[src/rtl/stby_pkg.sv]
package stby_pkg;

  typedef enum logic [1:0] {
    ST_RUN    = 2'd0,
    ST_SLEEP  = 2'd1,
    ST_STOP   = 2'd2,
    ST_SETTLE = 2'd3
  } stby_state_t;

  typedef enum logic [1:0] {
    SRC_KEY  = 2'd0,
    SRC_INT1 = 2'd1,
    SRC_INT2 = 2'd2,
    SRC_TMR  = 2'd3
  } wake_src_t;

  typedef struct packed {
    logic key;
    logic int1;
    logic int2;
    logic tmr;
  } wake_vec_t;

  // fixed priority: lower code wins
  function automatic wake_src_t pick_src(wake_vec_t w);
    if (w.key)       return SRC_KEY;
    else if (w.int1) return SRC_INT1;
    else if (w.int2) return SRC_INT2;
    else             return SRC_TMR;
  endfunction

endpackage

[src/rtl/stby_sync.sv]
module stby_sync #(
  parameter int             W       = 1,
  parameter logic [W-1:0]   RST_VAL = '0
) (
  input  logic         clk,
  input  logic         rst,
  input  logic [W-1:0] d,
  output logic [W-1:0] q
);
  logic [W-1:0] meta;

  always_ff @(posedge clk) begin
    if (rst) begin
      meta <= RST_VAL;
      q    <= RST_VAL;
    end else begin
      meta <= d;
      q    <= meta;
    end
  end
endmodule

[src/rtl/stby_wake_qual.sv]
module stby_wake_qual
  import stby_pkg::*;
#(
  parameter int KEY_W = 16
) (
  input  logic             clk,
  input  logic             rst,
  input  logic [KEY_W-1:0] key_s,
  input  logic [KEY_W-1:0] key_sel,
  input  logic [1:0]       ext_s,
  input  logic [1:0]       int_en,
  input  logic             itmr_tick,
  input  logic             itmr_src_ok,
  input  logic             itmr_ie,
  output wake_vec_t        wake
);
  logic [1:0] ext_prev;
  logic [1:0] ext_rise;

  always_ff @(posedge clk) begin
    if (rst) ext_prev <= '0;
    else     ext_prev <= ext_s;
  end

  for (genvar g = 0; g < 2; g++) begin : g_ext
    assign ext_rise[g] = ext_s[g] & ~ext_prev[g] & int_en[g];
  end

  always_comb begin
    wake.key  = |(~key_s & key_sel);
    wake.int1 = ext_rise[0];
    wake.int2 = ext_rise[1];
    wake.tmr  = itmr_tick & itmr_src_ok & itmr_ie;
  end
endmodule

[src/rtl/stby_settle_cnt.sv]
module stby_settle_cnt #(
  parameter int SEL_W = 3,
  parameter int BASE  = 8
) (
  input  logic             clk,
  input  logic             rst,
  input  logic             load,
  input  logic [SEL_W-1:0] sel,
  output logic             done
);
  localparam int CNT_W = (1 << SEL_W) + BASE;

  logic [CNT_W-1:0] cnt;
  logic [CNT_W-1:0] span;
  logic             running;

  always_comb span = (CNT_W'(1) << (int'(sel) + BASE)) - CNT_W'(1);

  always_ff @(posedge clk) begin
    if (rst) begin
      cnt     <= '0;
      running <= 1'b0;
    end else if (load) begin
      cnt     <= span;
      running <= 1'b1;
    end else if (running) begin
      if (cnt == '0) running <= 1'b0;
      else           cnt     <= cnt - CNT_W'(1);
    end
  end

  assign done = running && (cnt == '0);
endmodule

[src/rtl/stby_wake_ctrl.sv]
module stby_wake_ctrl
  import stby_pkg::*;
#(
  parameter int KEY_W       = 16,
  parameter int SEL_W       = 3,
  parameter int SETTLE_BASE = 8
) (
  input  logic             clk,
  input  logic             rst,
  input  logic             sleep_req,
  input  logic             stop_req,
  input  logic [KEY_W-1:0] key_in,
  input  logic [KEY_W-1:0] key_sel,
  input  logic             int1,
  input  logic             int2,
  input  logic [1:0]       int_en,
  input  logic             itmr_tick,
  input  logic             itmr_src_ok,
  input  logic             itmr_ie,
  input  logic             irq_master_en,
  input  logic [SEL_W-1:0] settle_sel,
  output logic             osc_en,
  output logic             cpu_clk_en,
  output logic             clk_en_flag,
  output logic             resume_pulse,
  output logic             vector_req,
  output logic [1:0]       vector_id
);
  stby_state_t state;
  logic [KEY_W-1:0] key_s;
  logic [1:0]       ext_s;
  wake_vec_t        wake;
  logic             wake_sleep, wake_stop, settle_load, settle_done;

  stby_sync #(.W(KEY_W), .RST_VAL({KEY_W{1'b1}})) i_key_sync (
    .clk(clk), .rst(rst), .d(key_in), .q(key_s));

  stby_sync #(.W(2), .RST_VAL(2'b00)) i_ext_sync (
    .clk(clk), .rst(rst), .d({int2, int1}), .q(ext_s));

  stby_wake_qual #(.KEY_W(KEY_W)) i_qual (
    .clk(clk), .rst(rst), .key_s(key_s), .key_sel(key_sel), .ext_s(ext_s),
    .int_en(int_en), .itmr_tick(itmr_tick), .itmr_src_ok(itmr_src_ok),
    .itmr_ie(itmr_ie), .wake(wake));

  assign wake_sleep  = wake.key | wake.int1 | wake.int2 | wake.tmr;
  assign wake_stop   = wake.key | wake.int1 | wake.int2;
  assign settle_load = (state == ST_STOP) && wake_stop;

  stby_settle_cnt #(.SEL_W(SEL_W), .BASE(SETTLE_BASE)) i_settle (
    .clk(clk), .rst(rst), .load(settle_load), .sel(settle_sel), .done(settle_done));

  always_ff @(posedge clk) begin
    if (rst) begin
      state        <= ST_RUN;
      osc_en       <= 1'b1;
      cpu_clk_en   <= 1'b1;
      clk_en_flag  <= 1'b1;
      resume_pulse <= 1'b0;
      vector_req   <= 1'b0;
      vector_id    <= 2'd0;
    end else begin
      resume_pulse <= 1'b0;
      vector_req   <= 1'b0;
      unique case (state)
        ST_RUN: begin
          if (stop_req) begin
            state       <= ST_STOP;
            osc_en      <= 1'b0;
            cpu_clk_en  <= 1'b0;
            clk_en_flag <= 1'b0;
          end else if (sleep_req) begin
            state      <= ST_SLEEP;
            cpu_clk_en <= 1'b0;
          end
        end
        ST_SLEEP: begin
          if (wake_sleep) begin
            state      <= ST_RUN;
            cpu_clk_en <= 1'b1;
            vector_id  <= pick_src(wake);
            vector_req   <= irq_master_en;
            resume_pulse <= ~irq_master_en;
          end
        end
        ST_STOP: begin
          if (wake_stop) begin
            state     <= ST_SETTLE;
            osc_en    <= 1'b1;
            vector_id <= pick_src(wake);
          end
        end
        ST_SETTLE: begin
          if (settle_done) begin
            state        <= ST_RUN;
            cpu_clk_en   <= 1'b1;
            clk_en_flag  <= 1'b1;
            vector_req   <= irq_master_en;
            resume_pulse <= ~irq_master_en;
          end
        end
        default: state <= ST_RUN;
      endcase
    end
  end
endmodule

[config.mk]
export PLATFORM = sky130hd
export DESIGN_NAME = stby_wake_ctrl
export DESIGN_NICKNAME = d
export VERILOG_FILES = /design/src/rtl/stby_pkg.sv /design/src/rtl/stby_sync.sv /design/src/rtl/stby_wake_qual.sv /design/src/rtl/stby_settle_cnt.sv /design/src/rtl/stby_wake_ctrl.sv
export SDC_FILE = /design/constraint.sdc
export NUM_CORES = 1
export LEC_CHECK = 0
export ABC_AREA = 1
export BUFFER_PORTS_ARGS = -buffer_cell sky130_fd_sc_hd__buf_2
export CAP_MARGIN = 40
export CORE_MARGIN = 2
export CORE_UTILIZATION = 30
export CTS_CLUSTER_DIAMETER = 50
export DETAILED_ROUTE_END_ITERATION = 6
export GPL_TIMING_DRIVEN = 0
export PLACE_DENSITY = 0.47
export SYNTH_ARGS = -nofsm -noshare
export SYNTH_HDL_FRONTEND = slang
export SYNTH_SLANG_ARGS = --single-unit
[constraint.sdc]
create_clock -name clk -period 3.75 [get_ports clk]
set_input_delay 0.75 -clock clk [delete_from_list [all_inputs] [get_ports clk]]
set_output_delay 0.75 -clock clk [all_outputs]
set_load 0.01 [all_outputs]
==> impl_metrics.toml, run 1 <==
[synth]
synth_edf_count = 0
ys_seq_area_share_pct = 44.7
syn_area_sq_mm = 0.00287
synth.area.top_cells = "dfxtp_1 (45%), nand2_1 (10%), inv_1 (7.5%), or2_2 (7.2%), nor2_1 (5.8%)"
synth_flop_cell = "dfxtp_1"
synth_cells = 383
synth_area_per_cell_sq_um = 7.49
yosys-top-cells-count = "nand2_1 (78), dfxtp_1 (64), inv_1 (57), nor2_1 (44), or2_2 (33)"
async_reset_ff_share_pct = 0
ys.warnings.count = 0
synth.distinct_cells = 32
yosysMostFrequentCell = "nand2_1"
synth-seq-cells = 64
synth_top_area_share_pct = 44.7
synth_nets = 433
synth_top_area_cell = "dfxtp_1"

[cells_and_area]
num_antenna_cells = 0
drive_gt1_share_pct = 28.8
areaGrowthSynthToFinish_pct = 22.7
fin_nets = 497

[worst_setup_path]
r2r_cells = 10
crit_arrival_ns = 2.02
worst-setup-path-type = "input pin to register"
worst-path-buf-inv = 2
rrSetupSlack_ns = 2.14
rr_startpoint = "i_settle.cnt[0]"
crit_chain = "buf_2 -> nand2_1 -> nand2_1 -> nor2_1 -> nand2_1 -> nor3_1 -> nand4_1 -> nand3_1 -> nand2_1 -> inv_1 -> nand2_1"
rr_endpoint = "i_settle.cnt[14]"
path_depth = 11
crit_path_end_kind = "register"
critical-path-max-stage-delay_ns = 0.36
cp-start-kind = "input pin"
path_max_fanout = 3
path_delay_family = "simple AND/OR/NAND/NOR gates"
cpMaxStageDelayCell = "nor3_1"
crit_path_frequent_cell = "nand2_1"
cp_data_required_time_ns = 4.00

[detailed_routing]
wl_mm = 6.44
avgRoutedWirePerCell_um = 11.1
via_per_inst = 4.24
route.detailed.drc = 0
num_vias = 2463
drt_iter0_drc = 53
firstDrtPassIters = 4
ant_nets = 0

[die]
pin_count = 54
die_w_um = 102
core-area_sq_mm = 0.00924
die_area_sq_mm = 0.0104
start_util_pct = 31.0
rows = 35
fp.dieH_um = 102

[global_routing]
grtUsageMet1_pct = 15.7
grt_max_degree = 14
grt.total_usage_pct = 13.4
grt_overflow = 0
top_usage_layer = "met2"
grt_pass1_vias = 2359
grt_pass1_wl_mm = 10.7
gr-usage-met3_pct = 3.59
antenna_found_initial = 0
gr-usage-met2_pct = 23.8

[cts]
h-tree-depth = 3
cts_setup_buffers = 0
ctsResizeCount = 0
cts_buffers = 9
clkSinkCount = 64
cts_tree = "built"
worstSkewPairLatency_ns = 0.34
clockBufferDepth = 2
cts-root-buf = "clkbuf_8"
cts_hold_buf = 0
clkTransAtPathRegs_ns = 0.08

[timing]
finalSetupViolations = 0
rsz0062_at_grt = "false"
clock.fmax_mhz = 563
min_period_over_period_pct = 47.4
finalCriticalPeriod_ns = 1.78
fin_ws_ns = 1.97
slew_violations = 0
tns_ns = 0
hold_viol = 0
fin_skew_ns = 0.0122
tightest_slew_ns = 0.550
max_slew_margin_pct = 63.3

[placed_design]
place_ws_ns = 1.58
numPortBuffers = 53
gp_congestion = 0.770
dp_hpwl_mm = 4.78

[worst_hold_path]
min_to = "i_key_sync.q[6]"
min_path_cells = 1
min_from = "i_key_sync.meta[6]"
hold_path_class = "register to register"

[status]
status = "finished, final reports clean"

[power_and_ir_drop]
cellPowerDensity_mw_per_mm2 = 654
peakVddDrop_mv = 0.211
p_leak_nw = 1.79

[job]
maxCapViolCount = 0
## where the power goes
part | internal, mW | switching (mW)
clock | 0.381 | 0.299
sequential | 0.774 | 0.0755
combinational | 0.290 | 0.480
total | 1.45 | 0.855
## placed cells by master, fill, tap and decap left out, types with 5 or more instances in the layout
cell type	synthesis	final
o21ai_1	5	5
buf_2	1	54
nor2_4	5	5
nand3_1	26	26
nor2_1	44	44
inv_1	57	57
a21oi_1	9	9
clkbuf_8	0	9
nand2_1	78	78
nor2_2	5	5
dfxtp_1	64	64
or2_2	33	33
clkbuf_1	5	5
o21ai_0	10	10
## per-stage QoR
| stage | hold WS (ns) | area [sq um] | util (%) | power [mW] | instances |
|---|---|---|---|---|---|
| 6_report | 0.403 | 3520 | 38.1 | 2.30 | 581 |
| 5_1_grt | 0.420 | 3520 | 38.1 | 2.48 | 581 |
| 4_1_cts | 0.403 | 3520 | 38.1 | 2.33 | 581 |
| 3_5_place_dp | 0.394 | 3290 | 35.7 | 1.64 | 565 |
| 3_3_place_gp | 0.391 | 3290 | 35.7 | 1.63 | 565 |
| 2_1_floorplan | 0.388 | 2870 | - | 1.46 | 383 |
## area by class of cell
type                    instances  area [sq um]
plain buffers                   8          46.3
clock buffers                   9           124
clock inverters                 7           101
fillers                       990          5720
inverters                      60           228
multi-input cells             251          1310
flip-flops and latches         64          1280
well taps                     129           161
repair buffers                 53           265
## how the worst max path moves through the flow
stage,to,startpoint,slack (ns)
global placement,cpu_clk_en,key_sel[6],1.58
floorplan,i_settle.cnt[14],key_sel[6],1.95
global route,cpu_clk_en,key_sel[7],1.74
CTS,cpu_clk_en,key_sel[6],1.94
detailed placement,cpu_clk_en,key_sel[6],1.58
finish,cpu_clk_en,key_sel[6],1.97
## sequential cells by signal (all words and copies together), names as in the netlist, 2 cells and up
signal and flops:
vector_id 2, i_settle.cnt 16, i_key_sync.q 16, state 2, i_key_sync.meta 16, i_ext_sync.q 2
i_ext_sync.meta 2, i_qual.ext_prev 2
## layer usage
metal  share of wire (%)  wire length, um
met1                  49             3130
met2                  47             3000
met5                   0                0
met3                 3.5              227
met4                 1.4               91
## logic make-up (layout without fill, tap and decap cells)
| family | after synthesis | in the layout | share of synthesized area (%) |
|---|---|---|---|
| DFF | 64 | 64 | 44.7 |
| buffers and inverters | 68 | 137 | 9.56 |
| xor gates and xnor gates | 5 | 5 | 1.53 |
| adders and majority gates | 3 | 3 | 1.31 |
| AOI/OAI and AO/OA | 33 | 33 | 6.85 |
| and+or+nand+nor | 210 | 210 | 36.1 |
Power figures use the tool's default switching activity.
==> run 2: changes to the inputs <==
Settings changed: PLACE_DENSITY 0.47 to 0.49.
Clock period 3.75 ns to 1.45 ns, I/O delays scaled along.
==> impl_metrics.toml, run 2 (synthesis gave the netlist of run 1 again) <==
[status]
status = "finished, violations left"
violations = "setup timing"

[detailed_routing]
wl_met3_um = 375
route.detailed.drc = 0
firstDrtPassIters = 4
wl_mm = 6.75
top_layer = "met4"
drt_iter0_drc = 104
ant_nets = 0
num_vias = 2510
wl_met2_mm = 3.10
avgRoutedWirePerCell_um = 11.3
via_per_inst = 4.19
wl_met1_mm = 3.18

[cells_and_area]
n_fill_cell = 970
drive_gt1_share_pct = 40.0
layout_commonest_cell = "nand2_1"
most-common-layout-cells = "nand2_1 (66), dfxtp_1 (59), inv_1 (54), buf_2 (54), nor2_1 (34)"
reg_top3 = "i_key_sync.meta: 16 flops, i_key_sync.q: 16 flops, i_settle.cnt: 16 flops"
fin_nets = 515
areaGrowthSynthToFinish_pct = 34.3
multi_input_area_sq_mm = 0.00149
fin_util_pct = 41.7
seq_area_sq_mm = 0.00129
num_antenna_cells = 0

[power_and_ir_drop]
cellPowerDensity_mw_per_mm2 = 1690
finalPower_mw = 6.52
peakVddDrop_mv = 0.583
p_leak_nw = 1.90

[placed_design]
dp_hpwl_mm = 4.57
gp_congestion = 0.846
numPortBuffers = 53
place_ws_ns = -0.276

[die]
die_area_sq_mm = 0.0104
fp.dieH_um = 102
rows = 35
pin_count = 54
die_w_um = 102
start_util_pct = 31.0
core-area_sq_mm = 0.00924

[worst_setup_path]
cp-start-kind = "register"
crit_path_end_kind = "register"
worst-setup-path-type = "register to register"
path_delay_family = "simple AND/OR/NAND/NOR gates"
worst-path-buf-inv = 3
path_max_fanout = 6
crit_arrival_ns = 1.78
cp_data_required_time_ns = 1.69
crit_chain = "inv_1 -> nand2_1 -> nand2_1 -> nor2_1 -> nand2_2 -> nor2_4 -> nand3_4 -> nand2_8 -> buf_8 -> nand2_2 -> o21ai_2 -> inv_1"
critical-path-max-stage-delay_ns = 0.32
cpMaxStageDelayCell = "dfxtp_1"

[cts]
cts_tree = "built"
clockBufferDepth = 2
cts_hold_buf = 0
worstSkewPairLatency_ns = 0.34
cts-root-buf = "clkbuf_8"
clkTransAtPathRegs_ns = 0.08
clkSinkCount = 64
h-tree-depth = 3
cts_buffers = 9

[timing]
max_slew_margin_pct = 64.0
finalCriticalPeriod_ns = 1.54
slew_violations = 0
worst_hold_slack_ns = 0.116
clock.fmax_mhz = 650
tightest_slew_ns = 0.540
fin_ws_ns = -0.0885
hold_viol = 0
finalSetupViolations = 23
rsz0062_at_grt = "true"
min_period_over_period_pct = 106
fin_skew_ns = 0.0106
tns_ns = -1.07

[global_routing]
grt_pass1_wl_mm = 10.6
grt_pass1_vias = 2292
grt_overflow = 0
antenna_found_initial = 0
grt_max_degree = 14
grt.total_usage_pct = 13.4

[worst_hold_path]
hold_path_class = "input pin to register"

[job]
maxCapViolCount = 0
==> run 2: changes by cell type in the layout (fill, tap and decap cells not counted), sizes merged <==
| cell | change |
|---|---|
| buf | +15 |
| bufinv | -1 |
| clkbuf | +1 |
| clkinv | +1 |
| clkinvlp | +1 |
| nand2 | +1 |
==> run 2: worst paths after layout <==
kind | startpoint | end | slack [ns] | cells past startpoint
max | i_key_sync.q[1] | i_settle.cnt[4] | -0.09 | 12
min | irq_master_en | resume_pulse | 0.12 | 2
max reg2reg | i_key_sync.q[1] | i_settle.cnt[4] | -0.09 | 12
min reg2reg | i_key_sync.meta[6] | i_key_sync.q[6] | 0.40 | 1
==> run 2: repair_timing <==
action,in CTS,in global routing
gates cloned,3,1
setup endpoints to repair,25,25
pin swaps,12,27
gates resized for setup,32,29
setup buffers,8,6
==> run 2: layer usage <==
metal | global-route usage [%] | vias to the layer above
li1 | - | 1348
met1 | 16.6 | 1094
met2 | 22.2 | 60
met3 | 2.83 | 8
met4 | 6.13 | 0
met5 | 0 | -
==> run 2: per-stage QoR <==
| stage | instances | instance area (sq um) |
|---|---|---|
| 4_1_cts | 592 | 3680 |
| 3_3_place_gp | 565 | 3290 |
| 2_1_floorplan | 383 | 2870 |
| 5_1_grt | 599 | 3850 |
| 3_5_place_dp | 565 | 3290 |
| 6_report | 599 | 3850 |
==> run 2: power by group <==
| group | switching [mW] | internal, mW |
|---|---|---|
| registers | 0.227 | 2.01 |
| logic | 1.58 | 1.13 |
| clock network | 0.756 | 0.808 |
==> run 2: worst reg2reg max path: stages, from the launching register on <==
cell	delay (ns)
dfxtp_1	0.32
inv_1	0.03
nand2_1	0.04
nand2_1	0.05
nor2_1	0.12
nand2_2	0.10
nor2_4	0.14
nand3_4	0.12
nand2_8	0.15
buf_8	0.14
nand2_2	0.05
o21ai_2	0.12
inv_1	0.04
==> run 2: final cells by class <==
class,count,area share [%]
Buffer,8,1.40
Clock buffer,9,3.22
Clock inverter,7,2.05
Inverter,60,6.11
Multi-Input combinational cell,252,38.7
Sequential cell,64,33.5
Tap cell,129,4.19
Timing Repair Buffer,69,10.7
Timing Repair inverter,1,0.162
==> run 3: changes to the inputs <==
Settings changed: CORE_UTILIZATION 30 to 39, PLACE_DENSITY 0.49 to 0.61.
==> impl_metrics.toml, run 3 (synthesis gave the netlist of run 1 again) <==
[power_and_ir_drop]
finalPower_mw = 6.49
p_leak_nw = 1.87
cellPowerDensity_mw_per_mm2 = 1720
peakVddDrop_mv = 0.748

[cts]
h-tree-depth = 3
clockBufferDepth = 2
cts_tree = "built"
cts_buffers = 9
clkSinkCount = 64
worstSkewPairLatency_ns = 0.34
cts-root-buf = "clkbuf_8"
clkTransAtPathRegs_ns = 0.07

[detailed_routing]
firstDrtPassIters = 4
ant_nets = 0
wl_met1_mm = 2.74
num_vias = 2538
route.detailed.drc = 0
top_layer = "met4"
drt_iter0_drc = 89
via_per_inst = 4.52
wl_mm = 6.25
wl_met2_mm = 3.09
wl_met3_um = 352
avgRoutedWirePerCell_um = 11.1

[worst_setup_path]
crit_arrival_ns = 1.75
crit_path_end_kind = "register"
path_max_fanout = 5
cp-start-kind = "register"
worstSetupStartpoint = "i_key_sync.q[4]"
cp_data_required_time_ns = 1.67
worst-setup-path-type = "register to register"
rr_startpoint = "i_key_sync.q[4]"

[timing]
clock.fmax_mhz = 655
hold_viol = 0
max_slew_margin_pct = 63.6
fin_skew_ns = 0.0105
finalSetupViolations = 17
min_period_over_period_pct = 105
tns_ns = -0.623
rsz0062_at_grt = "true"
slew_violations = 0
tightest_slew_ns = 0.545
fin_ws_ns = -0.0761
finalCriticalPeriod_ns = 1.53

[die]
fp.dieH_um = 89.8
die_w_um = 89.8
die_area_sq_mm = 0.00806
core-area_sq_mm = 0.00718
pin_count = 54
start_util_pct = 40.0
rows = 31

[worst_hold_path]
hold_path_class = "input pin to register"
min_from = "irq_master_en"

[global_routing]
grt_pass1_vias = 2364
grt.total_usage_pct = 15.8
grt_max_degree = 11
antenna_found_initial = 0
grt_pass1_wl_mm = 10.3
grt_overflow = 0

[placed_design]
gp_congestion = 0.812
dp_cells = 535
place_ws_ns = -0.202
numPortBuffers = 53
dp_hpwl_mm = 4.36

[cells_and_area]
fin_cells = 562
num_antenna_cells = 0
fin_nets = 510
layout_commonest_cell = "nand2_1"
reg_top3 = "i_key_sync.meta: 16 flops, i_key_sync.q: 16 flops, i_settle.cnt: 16 flops"
fin_util_pct = 52.7
drive_gt1_share_pct = 40.4
most-common-layout-cells = "nand2_1 (69), dfxtp_1 (57), buf_2 (54), inv_1 (52)"
areaGrowthSynthToFinish_pct = 31.8

[job]
maxCapViolCount = 0

[status]
violations = "setup timing"
status = "finished, violations left"
-- run 3: cell count changes in the layout (fill, tap and decap cells not counted), moves of 3 or more --
| cell | previous run | this run |
|---|---|---|
| buf_4 | 13 | 10 |
| dfxtp_2 | 4 | 7 |
| nand2_1 | 66 | 69 |
| nand3_1 | 21 | 18 |
-- run 3: report_power, final --
group | internal, mW | switching (mW) | leakage [nW]
clock | 0.865 | 0.637 | 0.0973
combinational | 1.15 | 1.58 | 1.25
sequential | 2.02 | 0.235 | 0.531
total | 4.03 | 2.45 | 1.87
-- run 3: what timing repair did --
action,CTS,global route
gates cloned,2,0
pin swaps,10,23
gates resized for setup,20,50
setup endpoints to repair,24,25
buffers inserted,5,6
hold buffers,0,0
-- run 3: cell type report --
cell class	count	area [sq um]
Fill cell	671	3400
Multi-Input combinational cell	251	1510
Sequential cell	64	1290
Timing Repair Buffer	65	363
Inverter	60	243
Clock buffer	11	151
Tap cell	99	124
Buffer	8	50.0
Clock inverter	3	42.5
Timing Repair inverter	1	6.26
-- run 3: final timing paths --
check | endpoint | slack (ns) | depth (start not counted)
worst max register to register | i_settle.cnt[0] | -0.08 | 12
worst min-delay path | resume_pulse | 0.11 | 2
worst max-delay path | i_settle.cnt[0] | -0.08 | 12
worst min register to register | i_key_sync.q[7] | 0.41 | 1
-- run 3: metrics by stage --
| stage | hold WS [ns] | instance area (sq um) |
|---|---|---|
| after floorplan | 0.362 | 2870 |
| after global placement | 0.391 | 3260 |
| after detailed placement | 0.393 | 3260 |
| after CTS | 0.108 | 3560 |
| after global routing | 0.105 | 3780 |
| final | 0.113 | 3780 |
-- run 3: metal layers --
layer,up-vias,track usage (%)
met5,-,0
met4,0,4.10
met3,7,5.03
met2,56,27.0
met1,1133,19.4
li1,1342,-
-- run 3: worst max-delay path, stage by stage, from the launching register on --
cell     delay (ns)
dfxtp_1        0.31
inv_1          0.03
nand2_1        0.04
nand2_1        0.06
nor2_2         0.12
nand2_2        0.09
nor2_4         0.15
nand3_4        0.12
nand2_8        0.12
buf_6          0.14
nand2_4        0.06
o21ai_2        0.13
a21oi_1        0.05
